`src/rtl/pse_mode_ctrl.sv`:
```
module pse_mode_ctrl #(
  parameter int COOL_CYCLES = 256
) (
  input  logic        clk,
  input  logic        rst_n,
  input  logic        wr_en,
  input  logic [3:0]  wr_addr,
  input  logic [7:0]  wr_data,
  input  logic [3:0]  rd_addr,
  output logic [7:0]  rd_data,
  input  logic [3:0]  det_done,
  input  logic [3:0]  det_ok,
  input  logic [3:0]  cls_done,
  input  logic [11:0] cls_code,
  input  logic [3:0]  pg_in,
  input  logic [3:0]  pwr_fault,
  output logic [3:0]  det_req,
  output logic [3:0]  cls_req,
  output logic [3:0]  pwr_en
);
  localparam int NCH = 4;
  localparam int CW  = $clog2(COOL_CYCLES + 1);
  localparam logic [1:0] M_OFF = 2'b00, M_MAN = 2'b01, M_SEMI = 2'b10, M_AUTO = 2'b11;
  localparam logic [3:0] A_MODE = 4'd0, A_EN = 4'd1, A_PON = 4'd2, A_EVT = 4'd3;
  localparam logic [3:0] A_STAT = 4'd4, A_FLT = 4'd5, A_POL = 4'd10;

  typedef enum logic [1:0] {S_IDLE, S_DET, S_CLS} seq_t;

  logic [7:0] mode_q, mode_d;
  logic [3:0] de_q, de_d, ce_q, ce_d, pe_q, pe_d, pg_q, pg_d;
  logic [3:0] flt_q, flt_d, pev_q, pev_d, gev_q, gev_d;
  seq_t       st_q [NCH];
  seq_t       st_d [NCH];
  logic [CW-1:0] cool_q [NCH];
  logic [CW-1:0] cool_d [NCH];
  logic [7:0] res_q [NCH];
  logic [7:0] res_d [NCH];
  logic [7:0] pol_q [NCH];
  logic [7:0] pol_d [NCH];
  logic [1:0] cm [NCH];
  logic [1:0] nm [NCH];
  logic [3:0] chg, off_ent, drop;

  wire wr_mode = wr_en && (wr_addr == A_MODE);
  wire wr_ena  = wr_en && (wr_addr == A_EN);
  wire wr_pon  = wr_en && (wr_addr == A_PON);
  wire wr_evt  = wr_en && (wr_addr == A_EVT);

  assign mode_d = wr_mode ? wr_data : mode_q;
  assign pwr_en = pe_q;

  for (genvar g = 0; g < NCH; g++) begin : g_ch
    assign cm[g]      = mode_q[2*g +: 2];
    assign nm[g]      = mode_d[2*g +: 2];
    assign chg[g]     = cm[g] != nm[g];
    assign off_ent[g] = chg[g] && (nm[g] == M_OFF);
    assign det_req[g] = st_q[g] == S_DET;
    assign cls_req[g] = st_q[g] == S_CLS;

    a_r3_off_idle: assert property (@(posedge clk) disable iff (!rst_n)
      (cm[g] == M_OFF) |-> (!pe_q[g] && !de_q[g] && !ce_q[g] && st_q[g] == S_IDLE));
    a_r4_off_wipe: assert property (@(posedge clk) disable iff (!rst_n)
      off_ent[g] |=> (pol_q[g] == 8'hFF && res_q[g] == 8'h00 && !flt_q[g]));
    a_r5_drop_flag: assert property (@(posedge clk) disable iff (!rst_n)
      $fell(pe_q[g]) |-> pev_q[g]);
    a_r6_manual_once: assert property (@(posedge clk) disable iff (!rst_n)
      (cm[g] == M_MAN && st_q[g] == S_DET && det_done[g]) |=> !de_q[g]);
    a_r11_cool_blocks: assert property (@(posedge clk) disable iff (!rst_n)
      (cool_q[g] != '0) |-> (st_q[g] != S_DET));
  end

  always_comb begin
    de_d  = wr_ena ? wr_data[3:0] : de_q;
    ce_d  = wr_ena ? wr_data[7:4] : ce_q;
    pe_d  = pe_q;
    flt_d = flt_q;
    drop  = '0;
    for (int i = 0; i < NCH; i++) begin
      st_d[i]   = st_q[i];
      res_d[i]  = res_q[i];
      pol_d[i]  = (wr_en && wr_addr == A_POL + 4'(i)) ? wr_data : pol_q[i];
      cool_d[i] = (cool_q[i] != '0) ? cool_q[i] - CW'(1) : cool_q[i];
      case (st_q[i])
        S_IDLE: if (!pe_q[i]) begin
          if (cm[i] == M_MAN) begin
            if (de_q[i]) st_d[i] = S_DET;
            else if (ce_q[i]) st_d[i] = S_CLS;
          end else if ((cm[i] == M_SEMI || (cm[i] == M_AUTO && ce_q[i])) &&
                       de_q[i] && cool_q[i] == '0) begin
            st_d[i] = S_DET;
          end
        end
        S_DET: if (det_done[i]) begin
          res_d[i][0] = det_ok[i];
          if (cm[i] == M_MAN) begin
            de_d[i] = 1'b0;
            st_d[i] = ce_q[i] ? S_CLS : S_IDLE;
          end else if (det_ok[i] && de_q[i] && ce_q[i]) begin
            st_d[i] = S_CLS;
          end else begin
            st_d[i] = S_IDLE;
          end
        end
        S_CLS: if (cls_done[i]) begin
          res_d[i][4:1] = {1'b1, cls_code[3*i +: 3]};
          if (cm[i] == M_MAN) ce_d[i] = 1'b0;
          if (cm[i] == M_AUTO) pe_d[i] = 1'b1;
          st_d[i] = S_IDLE;
        end
        default: st_d[i] = S_IDLE;
      endcase
      if (wr_pon && wr_data[i] && cm[i] != M_OFF) pe_d[i] = 1'b1;
      if (pwr_fault[i] && pe_q[i]) begin
        pe_d[i]  = 1'b0;
        flt_d[i] = 1'b1;
        drop[i]  = 1'b1;
      end
      if (drop[i] && cm[i] == M_SEMI) cool_d[i] = CW'(COOL_CYCLES);
      if (chg[i]) begin
        st_d[i] = S_IDLE;
        if (cm[i] == M_SEMI) cool_d[i] = '0;
      end
      if (pe_d[i]) st_d[i] = S_IDLE;
      if (nm[i] == M_OFF) begin
        de_d[i] = 1'b0;
        ce_d[i] = 1'b0;
        pe_d[i] = 1'b0;
        st_d[i] = S_IDLE;
      end
      if (off_ent[i]) begin
        res_d[i] = 8'h00;
        flt_d[i] = 1'b0;
        pol_d[i] = 8'hFF;
      end
    end
  end

  assign pg_d  = pe_d & pe_q & pg_in;
  assign pev_d = (pev_q & ~(wr_evt ? wr_data[3:0] : 4'h0)) | (pe_q & ~pe_d);
  assign gev_d = (gev_q & ~(wr_evt ? wr_data[7:4] : 4'h0)) | (pg_q & ~pg_d);

  always_ff @(posedge clk or negedge rst_n) begin
    if (!rst_n) begin
      mode_q <= '0;
      de_q   <= '0;
      ce_q   <= '0;
      pe_q   <= '0;
      pg_q   <= '0;
      flt_q  <= '0;
      pev_q  <= '0;
      gev_q  <= '0;
      for (int i = 0; i < NCH; i++) begin
        st_q[i]   <= S_IDLE;
        cool_q[i] <= '0;
        res_q[i]  <= '0;
        pol_q[i]  <= 8'hFF;
      end
    end else begin
      mode_q <= mode_d;
      de_q   <= de_d;
      ce_q   <= ce_d;
      pe_q   <= pe_d;
      pg_q   <= pg_d;
      flt_q  <= flt_d;
      pev_q  <= pev_d;
      gev_q  <= gev_d;
      for (int i = 0; i < NCH; i++) begin
        st_q[i]   <= st_d[i];
        cool_q[i] <= cool_d[i];
        res_q[i]  <= res_d[i];
        pol_q[i]  <= pol_d[i];
      end
    end
  end

  always_comb begin
    case (rd_addr)
      A_MODE:  rd_data = mode_q;
      A_EN:    rd_data = {ce_q, de_q};
      A_EVT:   rd_data = {gev_q, pev_q};
      A_STAT:  rd_data = {pg_q, pe_q};
      A_FLT:   rd_data = {4'h0, flt_q};
      4'd6:    rd_data = res_q[0];
      4'd7:    rd_data = res_q[1];
      4'd8:    rd_data = res_q[2];
      4'd9:    rd_data = res_q[3];
      4'd10:   rd_data = pol_q[0];
      4'd11:   rd_data = pol_q[1];
      4'd12:   rd_data = pol_q[2];
      4'd13:   rd_data = pol_q[3];
      default: rd_data = 8'h00;
    endcase
  end
endmodule

```
`config.mk`:
```
export PLATFORM = sky130hd
export DESIGN_NAME = pse_mode_ctrl
export DESIGN_NICKNAME = d
export VERILOG_FILES = /design/src/rtl/pse_mode_ctrl.sv
export SDC_FILE = /design/constraint.sdc
export NUM_CORES = 1
export LEC_CHECK = 0
export BUFFER_PORTS_ARGS = -buffer_cell sky130_fd_sc_hd__buf_2
export CELL_PAD_IN_SITES_DETAIL_PLACEMENT = 2
export CELL_PAD_IN_SITES_GLOBAL_PLACEMENT = 2
export CORE_ASPECT_RATIO = 2
export CORE_UTILIZATION = 37
export CTS_BUF_LIST = sky130_fd_sc_hd__clkbuf_16
export DETAILED_ROUTE_END_ITERATION = 8
export PLACE_DENSITY_LB_ADDON = 0.1
export SYNTH_ARGS = -nofsm -noshare
export SYNTH_HDL_FRONTEND = slang
export SYNTH_SLANG_ARGS = --single-unit
```
`constraint.sdc`:
```
create_clock -name clk -period 3.5 [get_ports clk]
set_clock_uncertainty 0.2 [all_clocks]
set_input_delay 1.05 -clock clk [delete_from_list [all_inputs] [get_ports clk]]
set_output_delay 1.05 -clock clk [all_outputs]
set_load 0.02 [all_outputs]
```
# After elaboration in Yosys (flattened, before gate mapping)
# Cells that the tools add are included.
totals:
  reg_bits: 132
  latchBits: 0
  ramBits: 0
  mem_bits_ro: 0
  inputBits: 51
  output_inout_bits: 20
  word_cells: 394
  mem_count: 0
classes:
  add_sub_neg: 4
  n_mul: 0
  n_div: 0
  magnitude_cmp: 0
  n_eq_ne: 63
  n_shift: 0
  n_mux: 174
  bitwise: 12
  reduce_logical: 110
ops:
  columns: ["op", "n"]
  rows:
  - ["$mux W9", 16]
  - ["$mux W2", 52]
  - ["$pmux W8 S13", 1]
  - ["$mux W1", 76]
  - ["$mux W8", 9]
  - ["$reduce_bool A2 Y1", 28]
  - ["$logic_and A1 B1 Y1", 48]
  - ["$mux W4", 12]
  - ["$eq A4 B4 Y1 const B", 10]
  - ["$ne A5 B2 Y1 const B", 8]
  - ["$logic_not A9 Y1", 4]
  - ["$reduce_bool A9 Y1", 4]
  - ["$sub A9 B1 Y9 const B", 4]
  - ["$ne A7 B7 Y1 const B", 4]
  - ["$and A4 B4 Y4", 6]
  - ["$eq A2 B2 Y1 const B", 12]
  - ["$ne A6 B6 Y1 const B", 4]
  - ["$pmux W2 S3", 4]
  - ["$mux W5", 4]
  - ["$ne A5 B5 Y1 const B", 4]
  - ["$reduce_and A5 Y1", 4]
  - ["$eq A2 B1 Y1 const B", 8]
  - ["$eq A4 B3 Y1 const B", 4]
  - ["$logic_not A2 Y1", 8]
  - ["8 further kinds", 29]

# Depth between registers and ports, before layout
logic_depth:
  depth_word: 12
  mapped_depth: 8
  mapped_depth_nobuf: 7

# Worst setup path before layout
# No wires, ideal clock.
synth_path:
  path_type: "input to output"
  start: "input port rd_addr[2]"
  end: "output port rd_data[4]"
  t_arrival_ps: 2673
  t_required_ps: 2250
  slack_ps: -423
  path_stages: 5
  path_buffers: 2
  path_cell_list: "clkbuf_1 -> buf_1 -> and3_1 -> a21oi_1 -> o311ai_0"
synth_between:
  elab_chain_len: 2
  elab_cells_between_ends: 14
  classes_between: "12 x eq/ne; 1 x mux; 1 x reduce/logical"
synth_lines:
  columns: ["item", "line", "text"]
  rows:
  - ["start, declared", "9", "input logic [3:0] rd_addr,"]
  - ["$eq A4 B4 Y1 (tied with other cells)", "177", "case (rd_addr)"]
  - ["$pmux W8 S13 (*)", "177", null]
  - ["end, declared", "10", "output logic [7:0] rd_data,"]
# Every way passes the cells marked *; elsewhere a longest branch is shown, timed or not.

# Worst setup path after layout
layout_path:
  start: "input port rd_addr[1]"
  end: "output port rd_data[1]"
# Same word-level chain as after synthesis.

==> metrics.md <==
| Metric | Value |
|---|---|
| Worst-Skew Late Latency | `0.43 ns` |
| Minimum clock period | `3.66 ns` |
| Antenna Nets Post-Route | `0` |
| Final core utilization | `47.1%` |
| Hold Crit Class | `flip-flop to flip-flop` |
| Primary FF master, synth | `dfrtp_1` |
| # diodes | `0` |
| # hold bufs at CTS | `0` |
| Flop-to-flop setup slack | `0.86 ns` |
| Clock root buffer | `clkbuf_16` |
| Tot Pwr | `5.92 mW` |
| Clock Path Buffers | `2` |
| Crit. End Element | `primary output` |
| Vias in the first global route | `8101` |
| DIE HEIGHT | `204 µm` |
| Final nets | `1003` |
| Commonest non-fill, non-tap cell in the layout | `nand2_1` |
| Die area | `0.0209 mm²` |
| Crit Path Class | `primary input to primary output` |
| Setup TNS | `-0.587 ns` |
| Reg2reg start | `cool_q[0]` |
| FMAX | `273 MHz` |
| Worst-path clk slew | `0.06 ns` |
| Final global-route overflow total | `0` |
| Initial Utilization | `37.7%` |
| Worst hold start | `pol_q[9]` |
| TritonCTS clock tree | `yes` |
| Iter 0 DRT Violations | `283` |
| Post-synthesis register bit count | `132` |
| Failing checks | `setup timing` |
| Crit path launch type | `primary input` |
| Placer congestion estimate | `0.941` |
| Max-cap violations | `0` |
| Rel. slew slack | `51.6%` |
| Total CTS buffers | `17` |
| Synthesis Warnings | `0` |
| Final hold vios | `0` |
| Core region area | `0.0199 mm²` |
| Largest fanout on the critical path | `7` |
| Initial antenna violation count | `0` |
| Vias per cell | `5.72` |
| Worst Max-Slew Pin Slew | `0.720 ns` |
| First-pass GRT wire length | `46.0 mm` |
| Vias after detailed routing | `6990` |
| Syn avg cell area | `8.92 µm²` |
| Wirelength, routed | `30.3 mm` |
| Area contributors post-synth | `dfrtp_1 33%, dfstp_2 11%, nand2_1 6.4%` |
| Cell count after synthesis | `842` |
| Worst Reg-to-Reg Cells | `7` |
| Run status | `finished with violations` |
| Io pins | `71` |
| Top-area cell type share of the netlist area | `33.3%` |
| Number of synthesized flops with an enable pin | `0` |
| Syn Std Cell Area | `0.00751 mm²` |
| Pwr dens | `631 mW/mm²` |
| Rows | `73` |
| VDD IR max | `361 µV` |
| Worst EP arrival | `2.41 ns` |
| Setup Viol. Count Final | `7` |
| Distinct cell type count after synthesis | `78` |
| FF-to-FF End | `st_q[0]` |
| Depth of the CTS H-tree | `4` |
| DRC Markers | `0` |
| Leak | `4.12 nW` |
| Fin. max-slew vios | `0` |
| Period utilisation layout | `105%` |
| Avg WL per Cell | `24.8 µm` |
| Hold EP | `pol_q[9]` |
| Area grow syn2layout | `24.9%` |
| Post-Layout Cell Count | `1223` |
| RSZ-0062 raised after global routing | `yes` |
| Total GRT Usage | `30.3%` |
| Port buffer count | `70` |
| Min setup slack post-route | `-0.163 ns` |
| Clock sinks | `132` |
| HPWL after DPL | `22.5 mm` |
| Area leader, netlist | `dfrtp_1` |
| Largest net degree at the start of global routing | `63` |
| Post-synth net total | `897` |
| Hold Crit Depth | `2` |
| DR pass1 iterations | `4` |
| DP Cell Count | `1184` |
| Most frequent cells in the layout | `127 x nand2_1, 100 x dfrtp_1, 97 x nor2_1` |
| FFs w/ async S/R, synth | `100%` |
| Layout cells sized above 1 | `27.1%` |
| Worst path required time | `2.25 ns` |
| Horiz. Die Dim | `103 µm` |
| Sequential-to-total area share from yosys stat | `44.5%` |
## critical path: stages
cell	delay [ns]
buf_12	0.10
buf_8	0.12
mux2i_4	0.24
o22ai_2	0.12
a32o_2	0.27
a21oi_2	0.15
o211ai_1	0.16
buf_4	0.19
## final cells by class
cell class / instances / area, µm²
sequential: 132 / 3340
tap: 262 / 328
clock buffer: 17 / 425
clock inverter: 15 / 141
timing repair buffer: 134 / 1000
fill: 2209 / 10500
multi-input combinational: 630 / 4020
inverter: 33 / 128
## flip-flops by register name (all words and copies together), names as in the netlist
| register | count |
|---|---|
| pol_q | 32 |
| pg_q | 4 |
| gev_q | 4 |
| cool_q | 36 |
| mode_q | 8 |
| st_q | 8 |
| ce_q | 4 |
| flt_q | 4 |
| de_q | 4 |
| res_q | 20 |
| pev_q | 4 |
| pwr_en | 4 |
## power breakdown
part | internal [mW] | leakage, nW | switching, mW
Sequential | 2.03 | 1.60 | 0.513
Combinational | 0.712 | 2.25 | 0.903
Clock | 1.04 | 0.269 | 0.722
Total | 3.78 | 4.12 | 2.14
## layer usage
| layer | vias to the layer above | global-route usage (%) | part of all wire [%] |
|---|---|---|---|
| li1 | 3164 | - | - |
| met1 | 3588 | 27.9 | 34 |
| met2 | 150 | 58.0 | 57 |
| met3 | 88 | 5.31 | 2.7 |
| met4 | 0 | 20.2 | 6.4 |
| met5 | - | 0 | 0 |
## logic make-up (layout without fill, tap and decap cells)
kind of cell / after synthesis / after routing / synth area share [%]
buffers and inverters: 80 / 199 / 4.50
flip-flops: 132 / 132 / 44.5
AO/OA/AOI/OAI: 169 / 169 / 14.8
adder cells (fa/ha/maj): 4 / 4 / 0.666
multiplexers: 59 / 59 / 8.47
AND/OR/NAND/NOR: 372 / 372 / 24.1
XOR/XNOR: 26 / 26 / 3.03
## timing repair
item                       CTS  global route
resized for setup           51            21
pin swaps                   13            13
cloned                       1             0
setup endpoints to repair    8             8
buffers inserted             3             3
## how the worst max path moves through the flow
stage / slack (ns) / to / cells past startpoint / startpoint
3_5_place_dp: -0.26 / rd_data[1] / 8 / rd_addr[1]
6_report: -0.16 / rd_data[1] / 8 / rd_addr[1]
5_1_grt: -0.22 / rd_data[1] / 8 / rd_addr[1]
4_1_cts: -0.06 / rd_data[1] / 8 / rd_addr[1]
3_3_place_gp: -0.18 / rd_data[2] / 8 / rd_addr[2]
2_1_floorplan: -0.02 / rd_data[6] / 6 / rd_addr[0]
## cells in the mapped netlist, types with 3 or more instances
cell type	n
o211ai_1	6
a32oi_1	3
o22ai_1	9
o221ai_1	3
clkbuf_1	32
nor3_1	17
a211oi_1	5
o21ai_1	4
nor3_2	4
mux2_2	13
nor4_1	8
buf_1	6
nand3_1	26
a21boi_0	3
a32o_1	3
nand4b_1	7
ha_1	4
mux2i_1	43
a311oi_1	3
o31ai_1	3
or4_1	3
clkbuf_8	3
nor3b_1	4
a22oi_1	8
nor2b_1	26
o21ai_0	30
dfrtp_1	100
xor2_1	16
dfstp_2	32
nand2b_1	12
nor2_1	100
nand3b_1	16
nand2_1	128
a31oi_1	6
a21oi_1	49
a221oi_1	6
buf_2	6
o21a_1	4
a22o_1	3
inv_1	33
xnor2_1	10
## metrics by stage
step	instance area, µm²	hold WS (ns)	worst slack [ns]
2_1_floorplan	7550	0.243	-0.0165
3_3_place_gp	8480	0.265	-0.176
3_5_place_dp	8480	0.288	-0.263
4_1_cts	9280	0.297	-0.0621
5_1_grt	9390	0.336	-0.223
6_report	9390	0.307	-0.163
Note: power is estimated with default switching activity, not from simulation.
